### src/rtl/alu8_pkg.sv
package alu8_pkg;
  localparam int FLAG_W = 8;
  localparam int FLAG_N = 7;
  localparam int FLAG_V = 6;
  localparam int FLAG_Z = 1;
  localparam int FLAG_C = 0;
  localparam int OP_W   = 4;

  localparam logic [OP_W-1:0] OP_AND = 4'h0;
  localparam logic [OP_W-1:0] OP_ORA = 4'h1;
  localparam logic [OP_W-1:0] OP_EOR = 4'h2;
  localparam logic [OP_W-1:0] OP_ADC = 4'h3;
  localparam logic [OP_W-1:0] OP_SBC = 4'h4;
  localparam logic [OP_W-1:0] OP_INC = 4'h5;
  localparam logic [OP_W-1:0] OP_DEC = 4'h6;
  localparam logic [OP_W-1:0] OP_ASL = 4'h7;
  localparam logic [OP_W-1:0] OP_ROR = 4'h8;
  localparam logic [OP_W-1:0] OP_CMP = 4'h9;
  localparam logic [OP_W-1:0] OP_BIT = 4'hA;
  localparam logic [OP_W-1:0] OP_THA = 4'hB;

  // candidate flag values, also reused as per-flag update enables
  typedef struct packed {
    logic n;
    logic v;
    logic z;
    logic c;
  } nvzc_t;

  typedef enum logic [1:0] {
    GRP_NONE  = 2'd0,
    GRP_LOGIC = 2'd1,
    GRP_ARITH = 2'd2,
    GRP_SHIFT = 2'd3
  } grp_e;
endpackage

### src/rtl/alu8_bitwise.sv
module alu8_bitwise
  import alu8_pkg::*;
#(
  parameter int WIDTH = 8
) (
  input  logic [WIDTH-1:0] a_i,
  input  logic [WIDTH-1:0] b_i,
  input  logic [OP_W-1:0]  op_i,
  output logic [WIDTH-1:0] res_o,
  output nvzc_t            fl_o,
  output nvzc_t            upd_o
);
  localparam int MSB = WIDTH - 1;

  logic [WIDTH-1:0] and_w;
  assign and_w = a_i & b_i;

  always_comb begin
    res_o = '0;
    fl_o  = '0;
    upd_o = '0;
    unique case (op_i)
      OP_AND: begin res_o = and_w;     upd_o.n = 1'b1; upd_o.z = 1'b1; end
      OP_ORA: begin res_o = a_i | b_i; upd_o.n = 1'b1; upd_o.z = 1'b1; end
      OP_EOR: begin res_o = a_i ^ b_i; upd_o.n = 1'b1; upd_o.z = 1'b1; end
      OP_BIT: begin
        res_o   = a_i;
        upd_o.n = 1'b1;
        upd_o.v = 1'b1;
        upd_o.z = 1'b1;
      end
      default: ;
    endcase
    if (op_i == OP_BIT) begin
      fl_o.n = b_i[MSB];
      fl_o.v = b_i[MSB-1];
      fl_o.z = (and_w == '0);
    end else begin
      fl_o.n = res_o[MSB];
      fl_o.z = (res_o == '0);
    end
  end
endmodule

### src/rtl/alu8_adder.sv
module alu8_adder
  import alu8_pkg::*;
#(
  parameter int WIDTH = 8
) (
  input  logic [WIDTH-1:0] a_i,
  input  logic [WIDTH-1:0] b_i,
  input  logic             cin_i,
  input  logic [OP_W-1:0]  op_i,
  output logic [WIDTH-1:0] res_o,
  output nvzc_t            fl_o,
  output nvzc_t            upd_o
);
  localparam int MSB = WIDTH - 1;

  logic [WIDTH:0]   add_w;
  logic [WIDTH:0]   sub_w;
  logic [WIDTH-1:0] one_w;

  assign one_w = {{(WIDTH-1){1'b0}}, 1'b1};
  // single carry chain shape: A + B + cin and A + ~B + 1
  assign add_w = {1'b0, a_i} + {1'b0, b_i} + {{WIDTH{1'b0}}, cin_i};
  assign sub_w = {1'b0, a_i} + {1'b0, ~b_i} + {{WIDTH{1'b0}}, 1'b1};

  always_comb begin
    res_o = '0;
    fl_o  = '0;
    upd_o = '0;
    unique case (op_i)
      OP_ADC: begin
        res_o  = add_w[MSB:0];
        fl_o.c = add_w[WIDTH];
        fl_o.v = (a_i[MSB] == b_i[MSB]) && (res_o[MSB] != a_i[MSB]);
        upd_o  = '{n: 1'b1, v: 1'b1, z: 1'b1, c: 1'b1};
      end
      OP_SBC: begin
        res_o  = sub_w[MSB:0];
        fl_o.c = sub_w[WIDTH];
        fl_o.v = (a_i[MSB] != b_i[MSB]) && (res_o[MSB] != a_i[MSB]);
        upd_o  = '{n: 1'b1, v: 1'b1, z: 1'b1, c: 1'b1};
      end
      OP_CMP: begin
        res_o  = a_i;
        fl_o.c = ~sub_w[WIDTH];
        upd_o  = '{n: 1'b1, v: 1'b0, z: 1'b1, c: 1'b1};
      end
      OP_INC: begin
        res_o = a_i + one_w;
        upd_o = '{n: 1'b1, v: 1'b0, z: 1'b1, c: 1'b0};
      end
      OP_DEC: begin
        res_o = a_i - one_w;
        upd_o = '{n: 1'b1, v: 1'b0, z: 1'b1, c: 1'b0};
      end
      default: ;
    endcase
    if (op_i == OP_CMP) begin
      fl_o.n = sub_w[MSB];
      fl_o.z = (sub_w[MSB:0] == '0);
    end else begin
      fl_o.n = res_o[MSB];
      fl_o.z = (res_o == '0);
    end
  end
endmodule

### src/rtl/alu8_shifter.sv
module alu8_shifter
  import alu8_pkg::*;
#(
  parameter int WIDTH = 8
) (
  input  logic [WIDTH-1:0] a_i,
  input  logic             cin_i,
  input  logic [OP_W-1:0]  op_i,
  output logic [WIDTH-1:0] res_o,
  output nvzc_t            fl_o,
  output nvzc_t            upd_o
);
  localparam int MSB = WIDTH - 1;

  always_comb begin
    res_o = '0;
    fl_o  = '0;
    upd_o = '0;
    unique case (op_i)
      OP_ASL: begin
        res_o  = {a_i[MSB-1:0], 1'b0};
        fl_o.c = a_i[MSB];
        upd_o  = '{n: 1'b1, v: 1'b0, z: 1'b1, c: 1'b1};
      end
      OP_ROR: begin
        res_o  = {cin_i, a_i[MSB:1]};
        fl_o.c = a_i[0];
        upd_o  = '{n: 1'b1, v: 1'b0, z: 1'b1, c: 1'b1};
      end
      default: ;
    endcase
    fl_o.n = res_o[MSB];
    fl_o.z = (res_o == '0);
  end
endmodule

### src/rtl/alu8_core.sv
module alu8_core
  import alu8_pkg::*;
#(
  parameter int WIDTH = 8
) (
  input  logic [WIDTH-1:0]  a_i,
  input  logic [WIDTH-1:0]  b_i,
  input  logic [FLAG_W-1:0] flags_i,
  input  logic [OP_W-1:0]   op_i,
  output logic [WIDTH-1:0]  result_o,
  output logic [FLAG_W-1:0] flags_o
);
  localparam int MSB = WIDTH - 1;

  logic [WIDTH-1:0] lg_res, ar_res, sh_res;
  nvzc_t            lg_fl, ar_fl, sh_fl;
  nvzc_t            lg_upd, ar_upd, sh_upd;
  nvzc_t            sel_fl, sel_upd;
  grp_e             grp;

  alu8_bitwise #(.WIDTH(WIDTH)) u_bitwise (
    .a_i(a_i), .b_i(b_i), .op_i(op_i),
    .res_o(lg_res), .fl_o(lg_fl), .upd_o(lg_upd)
  );

  alu8_adder #(.WIDTH(WIDTH)) u_adder (
    .a_i(a_i), .b_i(b_i), .cin_i(flags_i[FLAG_C]), .op_i(op_i),
    .res_o(ar_res), .fl_o(ar_fl), .upd_o(ar_upd)
  );

  alu8_shifter #(.WIDTH(WIDTH)) u_shifter (
    .a_i(a_i), .cin_i(flags_i[FLAG_C]), .op_i(op_i),
    .res_o(sh_res), .fl_o(sh_fl), .upd_o(sh_upd)
  );

  // group decode
  always_comb begin
    unique case (op_i)
      OP_AND, OP_ORA, OP_EOR, OP_BIT:         grp = GRP_LOGIC;
      OP_ADC, OP_SBC, OP_CMP, OP_INC, OP_DEC: grp = GRP_ARITH;
      OP_ASL, OP_ROR:                         grp = GRP_SHIFT;
      default:                                grp = GRP_NONE;
    endcase
  end

  // result and flag select, then per-flag merge
  always_comb begin
    result_o = '0;
    sel_fl   = '0;
    sel_upd  = '0;
    unique case (grp)
      GRP_LOGIC: begin result_o = lg_res; sel_fl = lg_fl; sel_upd = lg_upd; end
      GRP_ARITH: begin result_o = ar_res; sel_fl = ar_fl; sel_upd = ar_upd; end
      GRP_SHIFT: begin result_o = sh_res; sel_fl = sh_fl; sel_upd = sh_upd; end
      default:   result_o = (op_i == OP_THA) ? a_i : '0;
    endcase
    flags_o = flags_i;
    if (sel_upd.n) flags_o[FLAG_N] = sel_fl.n;
    if (sel_upd.v) flags_o[FLAG_V] = sel_fl.v;
    if (sel_upd.z) flags_o[FLAG_Z] = sel_fl.z;
    if (sel_upd.c) flags_o[FLAG_C] = sel_fl.c;
  end

  // invariant checks, evaluated whenever inputs settle
  always_comb begin
    a_r1_spare_bits: assert (flags_o[5:2] == flags_i[5:2])
      else $error("R1 spare status bits altered");
    if (op_i == OP_THA)
      a_r11_tha_hold: assert (result_o == a_i && flags_o == flags_i)
        else $error("R11 THA changed data or flags");
    if (op_i > OP_THA)
      a_r12_unknown_op: assert (result_o == '0 && flags_o == flags_i)
        else $error("R12 unknown opcode not inert");
    if (op_i == OP_CMP || op_i == OP_BIT)
      a_r9_echo_a: assert (result_o == a_i)
        else $error("R9/R10 compare or bit test altered A");
    if (op_i == OP_AND || op_i == OP_ORA || op_i == OP_EOR)
      a_r3_keep_cv: assert (flags_o[FLAG_C] == flags_i[FLAG_C] &&
                            flags_o[FLAG_V] == flags_i[FLAG_V] &&
                            flags_o[FLAG_Z] == (result_o == '0) &&
                            flags_o[FLAG_N] == result_o[MSB])
        else $error("R3 logic flag rule broken");
    if (op_i == OP_INC || op_i == OP_DEC)
      a_r4_keep_cv: assert (flags_o[FLAG_C] == flags_i[FLAG_C] &&
                            flags_o[FLAG_V] == flags_i[FLAG_V] &&
                            flags_o[FLAG_Z] == (result_o == '0))
        else $error("R4 step flag rule broken");
    if (op_i == OP_ROR)
      a_r6_rotate_in: assert (result_o[MSB] == flags_i[FLAG_C] &&
                              flags_o[FLAG_C] == a_i[0])
        else $error("R6 rotate through carry broken");
  end
endmodule

### config.mk
export PLATFORM = sky130hd
export DESIGN_NAME = alu8_core
export DESIGN_NICKNAME = d
export VERILOG_FILES = /design/src/rtl/alu8_pkg.sv /design/src/rtl/alu8_bitwise.sv /design/src/rtl/alu8_adder.sv /design/src/rtl/alu8_shifter.sv /design/src/rtl/alu8_core.sv
export SDC_FILE = /design/constraint.sdc
export NUM_CORES = 1
export LEC_CHECK = 0
export ABC_AREA = 1
export BUFFER_PORTS_ARGS = -buffer_cell sky130_fd_sc_hd__buf_2
export CAP_MARGIN = 20
export CORE_AREA = 2 2 68 70
export DETAILED_ROUTE_END_ITERATION = 16
export DIE_AREA = 0 0 70 72
export GPL_ROUTABILITY_DRIVEN = 0
export PLACE_DENSITY_LB_ADDON = 0.05
export SYNTH_ARGS = -nofsm -noshare
export SYNTH_HDL_FRONTEND = slang
export SYNTH_SLANG_ARGS = --single-unit
### constraint.sdc
create_clock -name vclk -period 2.1
set_clock_uncertainty 0.1 [all_clocks]
set_input_delay 0.105 -clock vclk [all_inputs]
set_output_delay 0.105 -clock vclk [all_outputs]
set_load 0.05 [all_outputs]
==> impl_metrics.sql, run 1 <==
INSERT INTO impl_metrics (metric_group, metric, value, unit) VALUES
('status', 'result_of_the_run', 'did not finish', ''),
('status', 'stop_stage', 'global routing (5_1_grt)', ''),
('status', 'first-error', '[ERROR DPL-0038] Utilization greater than 100%, impossible to legalize', ''),
('synth', 'postSynthCellCount', '418', ''),
('synth', 'ys_seq_area_share', '0', '%'),
('floorplan', 'site_row_count', '24', ''),
('synth', 'synthesis.nets', '474', ''),
('synth', 'syn_area', '0.002223', 'mm^2'),
('floorplan', 'design.portCount', '44', ''),
('floorplan', 'fp.dieW', '70', 'um'),
('clock_network', 'cts_hold_buffers', '0', ''),
('place', 'preCtsSetupSlack', '-0.4435', 'ns'),
('synth', 'synth.distinct_cells', '35', ''),
('floorplan', 'floorplan.initialDensity', '52.14', '%'),
('sta', 'worstEndpointType', 'output port', ''),
('synth', 'synthesis.yosys.warnings', '0', ''),
('place', 'dp_hpwl', '7643', 'um'),
('synth', 'post_synth.cell_area_avg', '5.319', 'um^2'),
('sta', 'grt_worst_setup_endpoint', 'flags_o[1]', ''),
('floorplan', 'die_height', '72', 'um'),
('place', 'port_buffers', '36', ''),
('global_route', 'grt_start_max_net_pins', '13', '');
## cells by family after synthesis
kind of cell / after synthesis / synth area share, %
compound gates: 78 / 20.82
xor+xnor: 4 / 1.576
fa+ha+maj: 28 / 16.77
buf+inv: 80 / 14.86
simple gates: 228 / 45.98
## per-stage QoR
| step | hold WS, ns | util, % | cell area (um^2) | setup TNS (ns) | cells |
|---|---|---|---|---|---|
| after detailed placement | 0.1103 | 81.84 | 3490 | -2.403 | 628 |
| after global placement | 0.1103 | 81.84 | 3490 | -1.933 | 628 |
| after floorplan | 0.2771 | - | 2340 | -0.1078 | 418 |
| after CTS | 0.1103 | 89.32 | 3809 | -0.7699 | 634 |
## cell usage after synthesis
cell,number,area [um^2]
sky130_fd_sc_hd__nor2_2,6,37.54
sky130_fd_sc_hd__o2111ai_1,4,35.03
sky130_fd_sc_hd__nand2_2,3,18.77
sky130_fd_sc_hd__xnor2_1,1,8.760
sky130_fd_sc_hd__nand3b_1,2,15.01
sky130_fd_sc_hd__buf_2,3,15.01
sky130_fd_sc_hd__nor4_1,4,25.02
sky130_fd_sc_hd__fa_1,3,60.06
sky130_fd_sc_hd__a41oi_1,3,26.28
sky130_fd_sc_hd__nor2_1,34,127.6
sky130_fd_sc_hd__nor2_4,4,45.04
sky130_fd_sc_hd__buf_4,5,37.54
sky130_fd_sc_hd__clkbuf_1,4,15.01
sky130_fd_sc_hd__nand3_1,39,195.2
sky130_fd_sc_hd__o21ai_1,1,5.000
sky130_fd_sc_hd__ha_1,25,312.8
sky130_fd_sc_hd__a21o_1,1,7.510
sky130_fd_sc_hd__o211ai_1,3,22.52
sky130_fd_sc_hd__a21oi_1,22,110.1
sky130_fd_sc_hd__inv_1,58,217.7
sky130_fd_sc_hd__or2_2,2,12.51
sky130_fd_sc_hd__nor3_1,11,55.05
sky130_fd_sc_hd__o21bai_1,2,15.01
sky130_fd_sc_hd__o22ai_1,17,106.4
sky130_fd_sc_hd__o21ai_0,22,110.1
sky130_fd_sc_hd__a211oi_1,1,7.510
sky130_fd_sc_hd__clkinv_1,4,15.01
sky130_fd_sc_hd__xor2_1,3,26.28
sky130_fd_sc_hd__nand4_1,9,56.30
sky130_fd_sc_hd__buf_6,1,11.26
sky130_fd_sc_hd__nand2_1,113,424.2
sky130_fd_sc_hd__inv_2,5,18.77
sky130_fd_sc_hd__a31oi_1,1,6.260
sky130_fd_sc_hd__nand3_2,1,10.01
sky130_fd_sc_hd__o21bai_2,1,11.26
## what timing repair did
action	4_1_cts
pin swaps	30
buffers inserted	6
hold endpoints to repair	0
gates resized for setup	93
endpoints found under the setup margin	10
==> run 2, diff against run 1 <==
CORE_AREA = 2 2 78 80   (was 2 2 68 70)
DIE_AREA = 0 0 80 82   (was 0 0 70 72)
PLACE_DENSITY_LB_ADDON = 0.15   (was 0.05)
clock period = 2.7 ns   (was 2.1 ns; I/O delays follow)
==> impl_metrics.sql, run 2 <==
INSERT INTO impl_metrics (metric_group, metric, value, unit) VALUES
('critical_path', 'crit_path_start_kind', 'input pin', ''),
('pwr', 'total_leakage_power', '0.001476', 'uW'),
('hold_path', 'number_of_instances_on_the_worst_hold_path', '0', ''),
('sta', 'period_needed', '2.505', 'ns'),
('floorplan', 'site_row_count', '28', ''),
('hold_path', 'worst_hold_path.endpoint', 'flags_o[2]', ''),
('cells_and_area', 'area_growth', '24.93', '%'),
('synth', 'main_combinational_cell_family_by_area_after_synthesis', 'simple AND/OR/NAND/NOR gates', ''),
('critical_path', 'cpMaxStageDelayCell', 'sky130_fd_sc_hd__or2_2', ''),
('place', 'preCtsSetupSlack', '0.05160', 'ns'),
('floorplan', 'die_height', '82', 'um'),
('sta', 'worst_slew_margin_rel', '72.20', '%'),
('global_route', 'grt_start_max_net_pins', '13', ''),
('critical_path', 'crit_path_end_kind', 'output port', ''),
('synth', 'yosys-mux-area-fraction', '0', '%'),
('critical_path', 'slowest_delay', '0.31', 'ns'),
('place', 'placed_cell_area', '0.002655', 'mm^2'),
('synth', 'most_common_cell_in_the_netlist', 'sky130_fd_sc_hd__nand2_1', ''),
('synth', 'post_synth.cell_area_avg', '5.319', 'um^2'),
('cells_and_area', 'fillers', '612', ''),
('synth', 'synthAdderAreaFrac', '16.77', '%'),
('cells_and_area', 'drive_gt1_share', '24.89', '%'),
('detailed_routing', 'wl', '8148', 'um'),
('detailed_routing', 'drt_iter0_markers', '294', ''),
('sta', 'worst_slack', '0.1950', 'ns'),
('cells_and_area', 'layout.cells.most_common', 'sky130_fd_sc_hd__nand2_1', ''),
('status', 'result_of_the_run', 'finished, final reports clean', ''),
('global_route', 'grt_pass1_vias', '2730', ''),
('synth', 'synth_xor_area_share', '1.576', '%'),
('synth', 'synth_largest_area_cell', 'sky130_fd_sc_hd__nand2_1', ''),
('place', 'port_buffers', '36', ''),
('detailed_routing', 'avgRoutedWirePerCell', '14.84', 'um'),
('floorplan', 'design.portCount', '44', ''),
('cells_and_area', 'area.sequential', '0', 'um^2'),
('synth', 'postSynthCellCount', '418', ''),
('sta', 'fmax', '399.2', 'MHz'),
('synth', 'synth.distinct_cells', '35', ''),
('detailed_routing', 'viasPerCell', '5.459', ''),
('sta', 'setup_viol', '0', ''),
('hold_path', 'timing.hold.worst.start', 'flags_i[2]', ''),
('global_route', 'groute.usage.overall', '24.37', '%'),
('synth', 'ys_top_cells_by_area', 'sky130_fd_sc_hd__nand2_1 (19%), sky130_fd_sc_hd__ha_1 (14%), sky130_fd_sc_hd__inv_1 (9.8%)', ''),
('critical_path', 'crit_fanout', '5', ''),
('detailed_routing', 'vias', '2997', ''),
('synth', 'syn_area', '0.002223', 'mm^2'),
('run', 'timing.max_cap.violations', '0', ''),
('cells_and_area', 'diodes', '0', ''),
('cells_and_area', 'final_cell_mix', 'sky130_fd_sc_hd__nand2_1 (111), sky130_fd_sc_hd__inv_1 (53), sky130_fd_sc_hd__nand3_1 (38)', ''),
('place', 'dp_hpwl', '6808', 'um'),
('clock_network', 'cts_hold_buffers', '0', ''),
('critical_path', 'cp.required', '2.47', 'ns'),
('pwr', 'ir_worst_vdd', '121.8', 'uV'),
('cells_and_area', 'clkbuf_count', '0', ''),
('detailed_routing', 'drtAntennaViolNets', '0', ''),
('synth', 'ys_seq_area_share', '0', '%'),
('synth', 'synthesis.yosys.warnings', '0', ''),
('floorplan', 'core', '0.005746', 'mm^2'),
('critical_path', 'criticalPathCategory', 'in2out', ''),
('detailed_routing', 'drtPass1Iterations', '5', ''),
('sta', 'layout_worst_path_cycle_share', '92.78', '%'),
('global_route', 'grt_first_pass_wirelength', '12650', 'um'),
('pwr', 'power.density', '220.3', 'mW/mm^2'),
('sta', 'slew_violations', '0', ''),
('global_route', 'antenna_found_initial', '0', ''),
('floorplan', 'die-area', '0.006560', 'mm^2'),
('synth', 'synth_top_cell_area_share', '19.08', '%'),
('sta', 'report.final.hold_viol_count', '0', ''),
('floorplan', 'floorplan.initialDensity', '38.70', '%'),
('synth', 'synthesis.nets', '474', ''),
('detailed_routing', 'route.detailed.drc', '0', ''),
('cells_and_area', 'stdcell_area', '0.002778', 'mm^2'),
('synth', 'post_synth_and_or_nand_nor_area_fraction', '45.98', '%'),
('hold_path', 'worst_hold_path_type', 'in2out', ''),
('synth', 'synth_compound_area_share', '20.82', '%'),
('critical_path', 'most_numerous_cell_on_the_critical_path', 'sky130_fd_sc_hd__nand3_1', ''),
('cells_and_area', 'num-nets-final', '532', ''),
('synth', 'yosys-top-cells-count', 'sky130_fd_sc_hd__nand2_1 (113), sky130_fd_sc_hd__inv_1 (58), sky130_fd_sc_hd__nand3_1 (39)', ''),
('cells_and_area', 'design.seq.count', '0', ''),
('floorplan', 'fp.dieW', '80', 'um'),
('critical_path', 'worstPathArrival', '2.27', 'ns'),
('global_route', 'overflow', '0', ''),
('sta', 'tightest_slew', '0.4132', 'ns'),
('critical_path', 'critical_path.cell_chain', 'buf_2 -> buf_4 -> ha_1 -> inv_1 -> o21bai_1 -> a21oi_1 -> o21ai_0 -> or2_2 -> nand3_1 -> nand3_1 -> nor2_2 -> nand3_1 -> nand2_1 -> nand2_2 -> a21oi_2 -> buf_6', '');
-- run 2: how the worst max path moves through the flow --
stage / startpoint / endpoint / slack (ns) / cells past startpoint
6_report: a_i[3] / flags_o[1] / 0.19 / 16
5_1_grt: a_i[0] / flags_o[1] / -0.0002 / 17
4_1_cts: a_i[0] / flags_o[1] / 0.04 / 17
3_5_place_dp: a_i[0] / flags_o[1] / 0.05 / 17
3_3_place_gp: a_i[2] / flags_o[1] / 0.09 / 17
2_1_floorplan: a_i[3] / flags_o[1] / 0.10 / 16
-- run 2: cell type report --
class / instances / area [um^2] / area share, %
inverter: 67 / 254.0 / 9.144
multi-input combinational: 338 / 1991 / 71.67
tap: 75 / 93.84 / 3.378
timing repair buffer: 69 / 439.2 / 15.81
-- run 2: cells by family after synthesis --
logic type	after synthesis
adder cells (fa/ha/maj)	28
AND/OR/NAND/NOR	228
buffers and inverters	80
XOR/XNOR	4
AO/OA/AOI/OAI	78
-- run 2: metrics by stage --
step	hold slack [ns]	TNS, ns	instances	total power (uW)	util [%]
2_1_floorplan	0.3371	0	418	408.1	-
3_3_place_gp	0.1703	0	547	568.7	46.21
3_5_place_dp	0.1703	0	547	568.7	46.21
4_1_cts	0.1703	0	547	570.8	46.21
5_1_grt	0.1702	-0.0002451	549	671.7	48.34
6_report	0.1701	0	549	612.0	48.34
-- run 2: what timing repair did --
action / CTS / global route
endpoints found under the setup margin: 0 / 2
gates resized for setup: 0 / 36
setup buffers: 0 / 2
-- run 2: routing by layer --
layer	track usage, %	wire length (um)	vias up
li1	-	-	1501
met1	32.01	3456	1341
met2	42.83	3945	134
met3	1.319	542	21
met4	7.458	203	0
met5	0	0	-
-- run 2: worst max-delay path, delay by kind of cell --
kind                     cells  cell delay, ns
AO/OA/AOI/OAI                4            0.51
adder cells (fa/ha/maj)      1            0.19
buffers and inverters        4            0.56
AND/OR/NAND/NOR              7            0.87
-- run 2: where the power goes --
group | switching, uW | internal (uW) | leakage [uW] | total [uW]
clock network | 0 | 0 | 0 | 0
registers | 0 | 0 | 0 | 0
logic | 405 | 207 | 0.00148 | 612
total | 405 | 207 | 0.00148 | 612
(Power assumes the default switching activity.)
